### src/rtl/rz_codec_pkg.sv
package rz_codec_pkg;
  typedef enum logic {
    SPD_SLOW = 1'b0,
    SPD_FAST = 1'b1
  } rz_speed_e;

  typedef enum logic [1:0] {
    TX_IDLE = 2'd0,
    TX_CELL = 2'd1,
    TX_SYNC = 2'd2
  } rz_tx_state_e;
endpackage

### src/rtl/rz_line_rx.sv
module rz_line_rx #(
  parameter int FAST_THR = 4,
  parameter int SLOW_THR = 8,
  parameter int LONG_LOW = 64
) (
  input  logic clk,
  input  logic rst_n,
  input  logic line_in,
  input  logic fast,
  input  logic own_drive,
  input  logic own_busy,
  output logic line_hi,
  output logic in_run,
  output logic quiet,
  output logic rx_valid,
  output logic rx_bit,
  output logic long_low,
  output logic arb_lost
);
  localparam int CW = $clog2(LONG_LOW + 2);
  localparam logic [CW-1:0] LONG_C = CW'(LONG_LOW);
  localparam logic [CW-1:0] SAT_C  = CW'(LONG_LOW + 1);

  logic [1:0]    sync_q;
  logic [1:0]    drv_dly;
  logic [1:0]    obs_dly;
  logic [CW-1:0] run_cnt;
  logic          run_own;
  logic          run_long;
  logic [CW-1:0] thr;

  assign line_hi = sync_q[1];
  assign quiet   = ~|obs_dly;
  assign thr     = fast ? CW'(FAST_THR) : CW'(SLOW_THR);

  always_ff @(posedge clk or negedge rst_n) begin
    if (!rst_n) begin
      sync_q   <= 2'b11;
      drv_dly  <= '0;
      obs_dly  <= '0;
      in_run   <= 1'b0;
      run_cnt  <= '0;
      run_own  <= 1'b0;
      run_long <= 1'b0;
      rx_valid <= 1'b0;
      rx_bit   <= 1'b0;
      long_low <= 1'b0;
      arb_lost <= 1'b0;
    end else begin
      sync_q   <= {sync_q[0], line_in};
      drv_dly  <= {drv_dly[0], own_drive};
      obs_dly  <= {obs_dly[0], own_busy};
      rx_valid <= 1'b0;
      long_low <= 1'b0;
      arb_lost <= obs_dly[1] && !drv_dly[1] && !line_hi;
      if (!in_run) begin
        if (!line_hi) begin
          in_run   <= 1'b1;
          run_cnt  <= CW'(1);
          run_own  <= drv_dly[1] | obs_dly[1];
          run_long <= 1'b0;
        end
      end else if (!line_hi) begin
        if (run_cnt != SAT_C) run_cnt <= run_cnt + CW'(1);
        if (run_cnt == LONG_C && !run_own) begin
          long_low <= 1'b1;
          run_long <= 1'b1;
        end
      end else begin
        in_run   <= 1'b0;
        rx_valid <= !run_own && !run_long;
        rx_bit   <= (run_cnt <= thr);
      end
    end
  end
endmodule

### src/rtl/rz_line_tx.sv
module rz_line_tx
  import rz_codec_pkg::*;
#(
  parameter int FAST_CELL   = 10,
  parameter int SLOW_CELL   = 22,
  parameter int SHORT_LOW   = 2,
  parameter int FAST_ZERO   = 8,
  parameter int SLOW_ZERO   = 20,
  parameter int SYNC_LEN    = 128
) (
  input  logic clk,
  input  logic rst_n,
  input  logic fast,
  input  logic line_hi,
  input  logic tx_valid,
  input  logic tx_bit,
  output logic tx_ready,
  input  logic sync_req,
  output logic drive_low,
  output logic active
);
  localparam int MAXC = (SYNC_LEN > SLOW_CELL) ? SYNC_LEN : SLOW_CELL;
  localparam int CW   = $clog2(MAXC + 1);

  rz_tx_state_e  state;
  logic [CW-1:0] cnt;
  logic          bit_q;
  logic          sync_pend;
  logic [CW-1:0] low_len;
  logic [CW-1:0] cell_last;

  assign low_len   = bit_q ? CW'(SHORT_LOW) : (fast ? CW'(FAST_ZERO) : CW'(SLOW_ZERO));
  assign cell_last = fast ? CW'(FAST_CELL - 1) : CW'(SLOW_CELL - 1);
  assign tx_ready  = (state == TX_IDLE) && !sync_pend && line_hi;
  assign drive_low = ((state == TX_CELL) && (cnt < low_len)) || (state == TX_SYNC);
  assign active    = (state != TX_IDLE);

  always_ff @(posedge clk or negedge rst_n) begin
    if (!rst_n) begin
      state     <= TX_IDLE;
      cnt       <= '0;
      bit_q     <= 1'b0;
      sync_pend <= 1'b0;
    end else begin
      case (state)
        TX_IDLE: begin
          if (sync_pend && line_hi) begin
            state     <= TX_SYNC;
            cnt       <= '0;
            sync_pend <= 1'b0;
          end else if (tx_valid && tx_ready) begin
            state <= TX_CELL;
            cnt   <= '0;
            bit_q <= tx_bit;
          end
        end
        TX_CELL: begin
          if (cnt == cell_last) state <= TX_IDLE;
          else cnt <= cnt + CW'(1);
        end
        TX_SYNC: begin
          if (cnt == CW'(SYNC_LEN - 1)) state <= TX_IDLE;
          else cnt <= cnt + CW'(1);
        end
        default: state <= TX_IDLE;
      endcase
      if (sync_req) sync_pend <= 1'b1;
    end
  end
endmodule

### src/rtl/rz_bit_codec.sv
module rz_bit_codec
  import rz_codec_pkg::*;
#(
  parameter int FAST_CELL = 10,
  parameter int SLOW_CELL = 22,
  parameter int SHORT_LOW = 2,
  parameter int FAST_ZERO = 8,
  parameter int SLOW_ZERO = 20,
  parameter int FAST_THR  = 4,
  parameter int SLOW_THR  = 8,
  parameter int LONG_LOW  = 64,
  parameter int SYNC_LEN  = 128
) (
  input  logic clk,
  input  logic rst_n,
  input  logic line_in,
  output logic line_drive_low,
  input  logic tx_valid,
  output logic tx_ready,
  input  logic tx_bit,
  output logic rx_valid,
  output logic rx_bit,
  input  logic spd_req,
  input  logic spd_req_hs,
  output logic hs_active,
  output logic comm_reset,
  output logic arb_lost
);
  rz_speed_e speed_q;
  logic      pend_v;
  logic      pend_fast;
  logic      fast;
  logic      line_hi;
  logic      in_run;
  logic      quiet;
  logic      tx_active;
  logic      idle;

  assign fast      = (speed_q == SPD_FAST);
  assign hs_active = fast;
  assign idle      = !tx_active && quiet && line_hi && !in_run;

  always_ff @(posedge clk or negedge rst_n) begin
    if (!rst_n) begin
      speed_q   <= SPD_SLOW;
      pend_v    <= 1'b0;
      pend_fast <= 1'b0;
    end else if (comm_reset) begin
      speed_q <= SPD_SLOW;
      pend_v  <= 1'b0;
    end else if (spd_req) begin
      pend_v    <= 1'b1;
      pend_fast <= spd_req_hs;
    end else if (pend_v && idle) begin
      speed_q <= pend_fast ? SPD_FAST : SPD_SLOW;
      pend_v  <= 1'b0;
    end
  end

  rz_line_rx #(
    .FAST_THR(FAST_THR), .SLOW_THR(SLOW_THR), .LONG_LOW(LONG_LOW)
  ) u_rx (
    .clk(clk), .rst_n(rst_n), .line_in(line_in), .fast(fast),
    .own_drive(line_drive_low), .own_busy(tx_active),
    .line_hi(line_hi), .in_run(in_run), .quiet(quiet),
    .rx_valid(rx_valid), .rx_bit(rx_bit), .long_low(comm_reset),
    .arb_lost(arb_lost)
  );

  rz_line_tx #(
    .FAST_CELL(FAST_CELL), .SLOW_CELL(SLOW_CELL), .SHORT_LOW(SHORT_LOW),
    .FAST_ZERO(FAST_ZERO), .SLOW_ZERO(SLOW_ZERO), .SYNC_LEN(SYNC_LEN)
  ) u_tx (
    .clk(clk), .rst_n(rst_n), .fast(fast), .line_hi(line_hi),
    .tx_valid(tx_valid), .tx_bit(tx_bit), .tx_ready(tx_ready),
    .sync_req(comm_reset), .drive_low(line_drive_low), .active(tx_active)
  );
endmodule

### config.mk
export PLATFORM = sky130hd
export DESIGN_NAME = rz_bit_codec
export DESIGN_NICKNAME = d
export VERILOG_FILES = /design/src/rtl/rz_codec_pkg.sv /design/src/rtl/rz_line_rx.sv /design/src/rtl/rz_line_tx.sv /design/src/rtl/rz_bit_codec.sv
export SDC_FILE = /design/constraint.sdc
export NUM_CORES = 1
export LEC_CHECK = 0
export ABC_AREA = 0
export ABC_CLOCK_PERIOD_IN_PS = 2700
export BUFFER_PORTS_ARGS = -buffer_cell sky130_fd_sc_hd__buf_4
export CORE_AREA = 8 8 78 80
export CTS_BUF_LIST = sky130_fd_sc_hd__clkbuf_8
export DETAILED_ROUTE_END_ITERATION = 12
export DIE_AREA = 0 0 86 88
export REMOVE_ABC_BUFFERS = 1
export SKIP_CTS_REPAIR_TIMING = 1
export SYNTH_ARGS = -nofsm -noshare
export SYNTH_HDL_FRONTEND = slang
export SYNTH_SLANG_ARGS = --single-unit
### constraint.sdc
create_clock -name clk -period 2.7 [get_ports clk]
set_clock_uncertainty 0.05 [all_clocks]
set_input_delay 0.54 -clock clk [delete_from_list [all_inputs] [get_ports clk]]
set_output_delay 0.54 -clock clk [all_outputs]
set_load 0.005 [all_outputs]
# == Word level (Yosys, flattened, before mapping) ==
# Cells that the tools add are included.
# W data, S select, Z words.
# word_totals
regBits,35
in_bits,7
output_inout_bits,7
# classes
addsub,2
order_cmp,2
n_eq_ne,14
mux,38
bitwise_logic,5
reduce_logical,40
# ops
operator,n
$mux W8,5
$mux W7,4
$pmux W8 S3,1
$mux W1,20
$reduce_and A2 Y1,7
$logic_and A1 B1 Y1,13
$ne A2 B2 Y1 const B,6
$mux W5,2
$add A8 B1 Y8 const B,1
$eq A8 B7 Y1 const B,1
$eq A8 B8 Y1,1
$logic_not A1 Y1,8
$lt A8 B8 Y1,1
$mux W2,4
$reduce_bool A2 Y1,4
$add A7 B1 Y7 const B,1
$eq A7 B7 Y1 const B,1
$le A7 B7 Y1,1
$ne A7 B7 Y1 const B,1
$pmux W2 S3,1
$reduce_and A3 Y1,2
$reduce_bool A3 Y1,2
$mux W4,1
$not A1 Y1,4
9 further kinds,9

# == Depth between registers and ports, before layout ==
# Gate-level depths: netlist of the first run.
# logic_depth
ltp_word,9
ltp_mapped,9
mapped_depth_nobuf,7

# == Modules after synthesis ==
# Synthesis of the first run repeated with hierarchy kept, for this count alone.
# unflattened
hier_cells,191
hier_area_um2,1931.9
# by_module_without_submodules
module,n_inst,cells_each,area_each_um2
rz_line_rx,1,83,913.4
rz_line_tx,1,95,852.1
rz_bit_codec,1,13,166.4

# == Worst setup path before layout of the first run ==
# Ideal clock, no wire load.
# synth_path
path_kind,register to output
startpoint,register speed_q (netlist: hs_active)
endpoint,output line_drive_low
arrival_ps,1553
slack_ps,557
stages_incl_launch_ff,7
n_path_buf,0
path_cell_list,dfrtp_1 -> or2_2 -> ha_1 -> a21boi_0 -> o21a_1 -> o21ai_0 -> a21o_1
# synth_between
elab_chain_len,5
# synth_lines
element,line,source
from (decl),rz_bit_codec.sv:29,rz_speed_e speed_q;
from (signal assigned),rz_bit_codec.sv:55,speed_q <= pend_fast ? SPD_FAST : SPD_SLOW;
$mux W5,rz_line_tx.sv:32,assign low_len = bit_q ? CW'(SHORT_LOW) : (fast ? CW'(FAST_ZERO) : CW'(SLOW_ZERO));
$mux W8,rz_line_tx.sv:32,
$lt A8 B8 Y1,rz_line_tx.sv:35,assign drive_low = ((state == TX_CELL) && (cnt < low_len)) || (state == TX_SYNC);
$logic_and A1 B1 Y1,rz_line_tx.sv:35,
$logic_or A1 B1 Y1,rz_line_tx.sv:35,
to (decl),rz_bit_codec.sv:17,"output logic line_drive_low,"
# No other way between the ends.

# == Worst setup path after layout of the first run ==
# Same ends and word-level chain as after synthesis.

==> flow_metrics.py, run 1 <==
metrics = {
    "outcome": {
        "run_status": "finished, final reports clean",
    },
    "power": {
        "combPwrFrac_pct": 36.9,
        "p_sw_uw": 716,
        "power.internal_mw": 1.20,
        "pwr-share-clk_pct": 19.6,
        "ir_drop_uv": 498,
        "finalPower_mw": 1.92,
        "leakagePower_nw": 1.00,
        "power-per-cell-area_nw_per_um2": 893,
        "sw_frac_of_total_pct": 37.4,
        "p_seq_share_pct": 43.5,
    },
    "placed_design": {
        "dpl_cell_area_um2": 2030,
        "dp_cells": 263,
        "dp_hpwl_um": 2630,
        "dp_slack_ns": 0.364,
        "routabilityCongestion": 0.764,
        "numPortBuffers": 13,
    },
    "global_route": {
        "grt_pass1_vias": 1371,
        "grt_max_degree": 36,
        "grt_pass1_wl_um": 6420,
        "antenna_found_initial": 0,
        "grt-ovfl-total": 0,
        "grt_usage_pct": 10.7,
    },
    "floorplan": {
        "start_util_pct": 37.7,
        "die_width_um": 86,
        "dieHeight_um": 88,
        "ios": 14,
        "coreArea_um2": 4910,
        "design.die.area_um2": 7570,
        "num_rows": 26,
    },
    "timing": {
        "max_freq_mhz": 388,
        "totalNegativeSetupSlack_ns": 0,
        "relSlewSlack_pct": 70.9,
        "fin_crit_ns": 2.58,
        "finalSetupViolations": 0,
        "hold_viol_final": 0,
        "tightest_slew_ns": 0.437,
        "finalCritPeriodShare_pct": 95.5,
        "timing.final.ws_setup_ns": 0.121,
        "holdWs_ns": 0.140,
        "finalMaxSlewViolations": 0,
    },
    "detailed_routing": {
        "met3_length_um": 109,
        "routedWlPerCell_um": 13.3,
        "dr_wl_met2_um": 1810,
        "drc": 0,
        "vias_per_cell": 4.92,
        "m1WireLength_um": 1680,
        "routed_wl_um": 3660,
        "vias": 1353,
        "drt_pass1_iterations": 4,
        "postRouteAntennaNets": 0,
        "drtIter0Drc": 30,
        "top_layer": "met4",
    },
    "cells_and_area": {
        "area_delta_synth_final_pct": 15.8,
        "fin_area_um2": 2150,
        "final_cell_mix": "dfrtp_1, buf_4, nor2_1, nand2_1",
        "layout_commonest_cell": "dfrtp_1",
        "utilization_pct": 43.7,
        "drive_above_1_share_pct": 19.5,
        "nNetsFinal": 224,
        "instances_no_fill": 275,
        "antenna_cells": 0,
    },
    "clock_network": {
        "clock_latency_ns": 0.29,
        "cts_tree": "done",
        "clk_pin_slew_ns": 0.07,
        "root_buffer": "clkbuf_8",
        "htree_levels": 2,
        "cts.sinks": 35,
        "cts_inserted_buffers": 5,
        "cts_buffer_depth": 2,
    },
    "yosys": {
        "synth_warnings": 0,
        "synth_seq_cells": 35,
        "syn_inst": 182,
        "avgSynthCellArea_um2": 10.2,
        "ys.flop_type": "dfrtp_1",
        "synth_area_um2": 1850,
        "ys_top_cells_by_area": "dfrtp_1, ha_1, nand3_1",
        "synth_edf_count": 0,
        "synth_top_cell_by_area": "dfrtp_1",
        "yosys.cell_types.count": 50,
        "synth-seq-area-share_pct": 47.4,
        "synth_async_sr_flop_share_pct": 100,
        "synth_top_cell_area_share_pct": 44.6,
    },
    "run": {
        "max_cap_viol_count": 0,
    },
    "worst_setup_path": {
        "startpoint_type": "flip-flop",
        "arrival_ns": 1.99,
        "cp.required_ns": 2.11,
        "critPathCaptureType": "primary output",
        "crit_fanout": 7,
        "path_class": "reg2out",
        "r2r_cells": 7,
    },
    "worst_hold_path": {
        "hold_path.class": "in2async",
    },
}
==> routing by layer <==
metal,up-vias,global-route usage [%]
met3,6,3.00
met4,0,5.25
met2,14,18.2
met5,-,0
li1,687,-
met1,646,12.2
==> worst max-delay path, cell delays in order, from the launching register on <==
cell and delay, ns:
dfrtp_2 0.45, or2_2 0.32, ha_1 0.26, a21boi_1 0.12
o21a_1 0.16, o21ai_1 0.11, a21o_1 0.15, buf_4 0.11
==> synth_stat cells (2+ instances only) <==
| library cell | count |
|---|---|
| a21oi_1 | 7 |
| nand3_1 | 13 |
| and3_1 | 3 |
| mux2_2 | 2 |
| nor3_2 | 2 |
| dfrtp_1 | 33 |
| inv_1 | 13 |
| and4bb_1 | 2 |
| nor3_1 | 7 |
| dfstp_2 | 2 |
| ha_1 | 13 |
| nand2_1 | 16 |
| o21ai_0 | 5 |
| nand2b_1 | 2 |
| nor4_1 | 2 |
| nand3b_1 | 2 |
| xor2_1 | 2 |
| mux2i_1 | 5 |
| nor2_1 | 17 |
| nor2b_1 | 2 |
| o21bai_1 | 2 |
| a21o_1 | 2 |
==> cell type report <==
type / count / area (um2)
Fill cell: 496 / 2770
Multi-Input combinational cell: 130 / 902
Sequential cell: 35 / 880
Timing Repair Buffer: 18 / 135
Tap cell: 70 / 87.6
Clock buffer: 5 / 68.8
Inverter: 14 / 52.6
Clock inverter: 3 / 20.0
==> registers in the layout, indices dropped and copies added (netlist names), 2 cells and up <==
register / flops
u_rx.run_cnt: 7
u_tx.cnt: 8
u_rx.obs_dly: 2
u_tx.state: 2
u_rx.sync_q: 2
u_rx.drv_dly: 2
==> power groups by stage <==
stage	Combinational [mW]	Sequential [mW]	Clock, mW
after global placement	0.661	0.840	0
after global routing	0.812	0.863	0.409
final	0.707	0.833	0.375
after detailed placement	0.672	0.847	0
after floorplan	0.497	0.797	0
after CTS	0.682	0.836	0.392
==> cell families after synthesis <==
kind of cell,count (synthesis),share of synthesized area [%]
xor gates and xnor gates,2,0.945
buffers and inverters,17,3.92
and+or+nand+nor,78,23.2
DFF,35,47.4
muxes,9,5.33
AOI/OAI and AO/OA,28,10.5
adders and majority gates,13,8.78
==> path summary, 6_finish.rpt <==
| path | from | end | slack (ns) |
|---|---|---|---|
| min in group clk | u_rx.sync_q[0] | u_rx.sync_q[1] | 0.31 |
| worst min register to register | u_rx.sync_q[0] | u_rx.sync_q[1] | 0.31 |
| worst min-delay path | rst_n | u_rx.arb_lost | 0.14 |
| worst max-delay path | hs_active | line_drive_low | 0.12 |
| worst max register to register | u_tx.state[0] | u_tx.cnt[7] | 0.49 |
| max in group asynchronous | rst_n | u_rx.sync_q[0] | 2.11 |
No activity file was read; power rests on OpenSTA's default activity.
==> inputs of run 2 (changes only) <==
--- a/config.mk
+++ b/config.mk
@@ -7,11 +7,11 @@
 export LEC_CHECK = 0
 export ABC_AREA = 0
 export ABC_CLOCK_PERIOD_IN_PS = 2700
-export BUFFER_PORTS_ARGS = -buffer_cell sky130_fd_sc_hd__buf_4
-export CORE_AREA = 8 8 78 80
+export CORE_AREA = 2 2 72 74
 export CTS_BUF_LIST = sky130_fd_sc_hd__clkbuf_8
 export DETAILED_ROUTE_END_ITERATION = 12
-export DIE_AREA = 0 0 86 88
+export DIE_AREA = 0 0 74 76
+export DONT_BUFFER_PORTS = 1
 export REMOVE_ABC_BUFFERS = 1
 export SKIP_CTS_REPAIR_TIMING = 1
 export SYNTH_ARGS = -nofsm -noshare
==> flow_metrics.py, run 2 (same netlist as run 1, synthesis figures left out) <==
metrics = {
    "power": {
        "pwr-share-clk_pct": 27.5,
        "combPwrFrac_pct": 30.6,
        "p_seq_share_pct": 41.9,
        "sw_frac_of_total_pct": 34.2,
        "power-per-cell-area_nw_per_um2": 967,
        "leakagePower_nw": 0.957,
        "ir_drop_uv": 568,
        "p_sw_uw": 689,
        "power.internal_mw": 1.32,
    },
    "placed_design": {
        "dp_slack_ns": 0.453,
        "dpl_cell_area_um2": 1930,
        "dp_hpwl_um": 2470,
        "routabilityCongestion": 0.729,
        "numPortBuffers": 0,
    },
    "global_route": {
        "antenna_found_initial": 0,
        "grt_max_degree": 36,
        "grt_usage_pct": 14.9,
        "grt-ovfl-total": 0,
        "grt_pass1_vias": 1358,
        "grt_pass1_wl_um": 6540,
    },
    "timing": {
        "relSlewSlack_pct": 72.3,
        "timing.final.ws_setup_ns": 0.189,
        "finalCritPeriodShare_pct": 93.0,
        "totalNegativeSetupSlack_ns": 0,
        "rsz0062_at_grt": "false",
        "fin_crit_ns": 2.51,
        "finalMaxSlewViolations": 0,
        "finalSetupViolations": 0,
        "hold_viol_final": 0,
        "max_freq_mhz": 398,
        "tightest_slew_ns": 0.411,
    },
    "cells_and_area": {
        "fin_area_um2": 2080,
        "layout_commonest_cell": "dfrtp_1",
        "n_fill_cell": 477,
        "top_register": "u_tx.cnt",
        "largest_reg_flops": 8,
        "area_delta_synth_final_pct": 12.4,
        "top_regs": "u_tx.cnt: 8 flops, u_rx.run_cnt: 7 flops",
        "drive_above_1_share_pct": 12.2,
        "nNetsFinal": 208,
        "final_cell_mix": "dfrtp_1, nor2_1, nand2_1, inv_1",
        "antenna_cells": 0,
    },
    "floorplan": {
        "start_util_pct": 37.7,
        "ios": 14,
        "num_rows": 26,
        "dieHeight_um": 76,
        "die_width_um": 74,
        "coreArea_um2": 4910,
        "design.die.area_um2": 5620,
    },
    "detailed_routing": {
        "drt_pass1_iterations": 4,
        "drtIter0Drc": 97,
        "routed_wl_um": 3570,
        "vias": 1324,
        "vias_per_cell": 5.11,
        "routedWlPerCell_um": 13.8,
        "drc": 0,
        "postRouteAntennaNets": 0,
    },
    "worst_hold_path": {
        "hold_path.class": "in2async",
    },
    "clock_network": {
        "clk_pin_slew_ns": 0.08,
        "root_buffer": "clkbuf_8",
        "cts_inserted_buffers": 5,
        "clock_latency_ns": 0.29,
        "htree_levels": 2,
        "cts_tree": "done",
        "cts.sinks": 35,
        "cts_buffer_depth": 2,
    },
    "worst_setup_path": {
        "path_class": "reg2out",
        "startpoint_type": "flip-flop",
        "arrival_ns": 1.92,
        "cp.required_ns": 2.11,
        "critPathCaptureType": "primary output",
        "crit_fanout": 8,
    },
    "outcome": {
        "run_status": "finished, final reports clean",
    },
    "run": {
        "max_cap_viol_count": 0,
    },
}
run 2: changes by cell type in the layout (fill, tap and decap cells not counted):
cell / change
clkinv_2: -1
o21ai_0: +1
o21ai_1: -1
a21boi_1: -1
clkinvlp_4: -2
a21boi_0: +1
buf_12: +1
inv_1: +1
buf_4: -17
bufinv_16: +2
run 2: worst max-delay path, stage by stage (launching register included):
cell	delay [ns]
dfrtp_2	0.46
or2_2	0.33
ha_1	0.26
a21boi_0	0.12
o21a_1	0.16
o21ai_0	0.14
a21o_1	0.16
run 2: per-layer routing:
metal  routed length, um  vias up  track usage [%]
met1                1710      645             20.1
met3                  98        7             3.57
met4                  65        0             5.64
li1                    -      657                -
met5                   0        -                0
met2                1690       15             22.8
run 2: worst paths after layout:
| path | slack (ns) | from | end | cells past startpoint |
|---|---|---|---|---|
| max in group asynchronous | 2.39 | rst_n | hs_active | 1 |
| worst min-delay path | 0.02 | rst_n | u_rx.run_long | 1 |
| worst min register to register | 0.31 | u_rx.sync_q[0] | u_rx.sync_q[1] | 0 |
| min in group clk | 0.21 | line_in | u_rx.sync_q[0] | 0 |
| worst max register to register | 0.53 | u_tx.state[0] | u_tx.cnt[7] | 7 |
| worst max-delay path | 0.19 | hs_active | line_drive_low | 6 |
run 2: power by group through the flow:
| stage | clock network [mW] | logic [mW] | registers, mW |
|---|---|---|---|
| after floorplan | 0 | 0.497 | 0.797 |
| after global placement | 0 | 0.598 | 0.847 |
| after detailed placement | 0 | 0.605 | 0.851 |
| after CTS | 0.568 | 0.617 | 0.843 |
| after global routing | 0.600 | 0.728 | 0.878 |
| final | 0.553 | 0.616 | 0.845 |
run 2: layout make-up:
| type | instances | area [um2] | share of cell area [%] |
|---|---|---|---|
| clock buffer | 5 | 68.8 | 3.31 |
| clock inverter | 3 | 63.8 | 3.06 |
| inverter | 14 | 52.6 | 2.52 |
| multi-input combinational | 130 | 902 | 43.3 |
| sequential | 35 | 880 | 42.2 |
| tap | 70 | 87.6 | 4.21 |
| timing repair buffer | 2 | 27.5 | 1.32 |
run 2: metrics by stage:
step,instances,total power [mW],util [%],hold WS (ns)
CTS,258,2.03,42.0,-0.119
floorplan,179,1.29,-,0.194
detailed placement,250,1.46,39.3,0.195
global route,259,2.21,42.4,0.0270
global placement,250,1.44,39.3,0.195
finish,259,2.01,42.4,0.0234
==> inputs of run 3 (changes only) <==
--- a/config.mk
+++ b/config.mk
@@ -6,7 +6,7 @@
 export NUM_CORES = 1
 export LEC_CHECK = 0
 export ABC_AREA = 0
-export ABC_CLOCK_PERIOD_IN_PS = 2700
+export ABC_CLOCK_PERIOD_IN_PS = 2920
 export CORE_AREA = 2 2 72 74
 export CTS_BUF_LIST = sky130_fd_sc_hd__clkbuf_8
 export DETAILED_ROUTE_END_ITERATION = 12
==> constraint.sdc (replaced) <==
create_clock -name clk -period 2.92 [get_ports clk]
set_clock_uncertainty 0.05 [all_clocks]
set_input_delay 0.584 -clock clk [delete_from_list [all_inputs] [get_ports clk]]
set_output_delay 0.584 -clock clk [all_outputs]
set_load 0.005 [all_outputs]
==> flow_metrics.py, run 3 (same netlist as run 1, synthesis figures left out) <==
metrics = {
    "worst_setup_path": {
        "startpoint_type": "flip-flop",
        "path_cells": "or2_2, ha_1, a21boi_0, o21a_1, o21ai_0, a21o_1",
        "cp_slowest_cell": "dfrtp_1",
        "arrival_ns": 1.97,
        "critPathMaxStageDelay_ns": 0.48,
        "cp.required_ns": 2.29,
        "cp_num_buf_inv": 0,
        "critPathCaptureType": "primary output",
        "path_class": "reg2out",
        "crit_family": "compound AO/OA/AOI/OAI gates",
        "crit_fanout": 8,
    },
    "detailed_routing": {
        "vias_per_cell": 5.09,
        "drtIter0Drc": 49,
        "routed_wl_um": 3630,
        "vias": 1312,
        "drt_pass1_iterations": 4,
        "postRouteAntennaNets": 0,
        "routedWlPerCell_um": 14.1,
        "drc": 0,
    },
    "cells_and_area": {
        "n_fill_cell": 478,
        "top_regs": "u_tx.cnt: 8 flops, u_rx.run_cnt: 7 flops",
        "drive_above_1_share_pct": 11.7,
        "area_delta_synth_final_pct": 9.79,
        "layout_commonest_cell": "dfrtp_1",
        "final_cell_mix": "dfrtp_1, nor2_1, nand2_1",
        "top_register": "u_tx.cnt",
        "largest_reg_flops": 8,
        "nNetsFinal": 207,
        "antenna_cells": 0,
    },
    "floorplan": {
        "num_rows": 26,
        "start_util_pct": 37.7,
        "design.die.area_um2": 5620,
        "die_width_um": 74,
        "coreArea_um2": 4910,
        "dieHeight_um": 76,
        "ios": 14,
    },
    "run": {
        "max_cap_viol_count": 0,
    },
    "timing": {
        "finalMaxSlewViolations": 0,
        "finalSetupViolations": 0,
        "max_freq_mhz": 383,
        "fin_crit_ns": 2.61,
        "tightest_slew_ns": 0.658,
        "finalCritPeriodShare_pct": 89.3,
        "timing.final.ws_setup_ns": 0.311,
        "relSlewSlack_pct": 56.0,
        "rsz0062_at_grt": "false",
        "hold_viol_final": 0,
        "totalNegativeSetupSlack_ns": 0,
    },
    "placed_design": {
        "routabilityCongestion": 0.738,
        "dp_hpwl_um": 2620,
        "dp_slack_ns": 0.601,
        "numPortBuffers": 0,
    },
    "global_route": {
        "grtUsageMet3_pct": 3.57,
        "grt_max_degree": 36,
        "grt-ovfl-total": 0,
        "antenna_found_initial": 0,
        "grt_use_met1_pct": 19.6,
        "grt_usage_pct": 14.6,
        "met2_usage_pct": 21.7,
        "busiest_layer": "met2",
        "grt_pass1_wl_um": 6250,
        "grt_pass1_vias": 1287,
    },
    "clock_network": {
        "cts_tree": "done",
        "cts_buffer_depth": 2,
        "htree_levels": 2,
        "root_buffer": "clkbuf_8",
        "cts_inserted_buffers": 5,
        "cts.sinks": 35,
        "clk_pin_slew_ns": 0.08,
        "clock_latency_ns": 0.30,
    },
    "power": {
        "power-per-cell-area_nw_per_um2": 836,
        "leakagePower_nw": 0.928,
        "ir_drop_uv": 404,
    },
    "worst_hold_path": {
        "hold_path.class": "in2async",
    },
    "outcome": {
        "run_status": "finished, final reports clean",
    },
}
[run 3: cell count changes in the layout (fill, tap and decap cells not counted)]
cell        before  now
buf_4            1    0
bufinv_16        2    0
clkinv_4         0    2
clkinvlp_4       0    1
dfrtp_1         32   33
dfrtp_2          1    0
inv_1           14   13
[run 3: layout make-up]
class	instances	area, um2	share of cell area [%]
well taps	70	87.6	4.31
clock buffers	5	68.8	3.38
clock inverters	3	25.0	1.23
repair buffers	1	20.0	0.984
flip-flops and latches	35	878	43.2
inverters	14	52.6	2.58
multi-input cells	130	902	44.3
[run 3: metrics by stage]
stage	utilization [%]	instance area, um2	hold WS, ns	std cells	power, mW
floorplan	-	1830	0.238	179	1.20
global route	41.4	2030	0.0576	258	1.87
detailed placement	39.1	1920	0.239	249	1.35
global placement	39.1	1920	0.239	249	1.33
CTS	41.0	2010	-0.0851	257	1.71
finish	41.4	2030	0.0542	258	1.70
[run 3: path summary, 6_finish.rpt]
path / endpoint / cells after the start / startpoint / slack [ns]
max in group asynchronous: u_tx.cnt[0] / 1 / rst_n / 2.58
worst max register to register: u_tx.cnt[7] / 7 / u_tx.state[0] / 0.60
worst min register to register: u_rx.sync_q[1] / 0 / u_rx.sync_q[0] / 0.31
worst max-delay path: line_drive_low / 6 / hs_active / 0.31
min in group clk: u_rx.sync_q[0] / 0 / line_in / 0.24
worst min-delay path: u_rx.long_low / 1 / rst_n / 0.05
[run 3: where the power goes]
group          switching [mW]  internal, mW  leakage [nW]
clock network           0.190         0.170        0.0443
registers               0.165         0.612         0.434
logic                   0.299         0.266         0.450
total                   0.653          1.05         0.928
[run 3: metal layers]
metal / vias up / share of wire, %
li1: 650 / -
met1: 636 / 45
met2: 18 / 50
met3: 8 / 3.1
met4: 0 / 2.1
met5: - / 0
[run 3: worst register-to-register path: cells and delay by family (launching register included)]
family,cells,cell delay [ns]
buf+inv,2,0.24
flops,1,0.39
simple gates,1,0.28
fa+ha+maj,1,0.47
compound gates,3,0.79
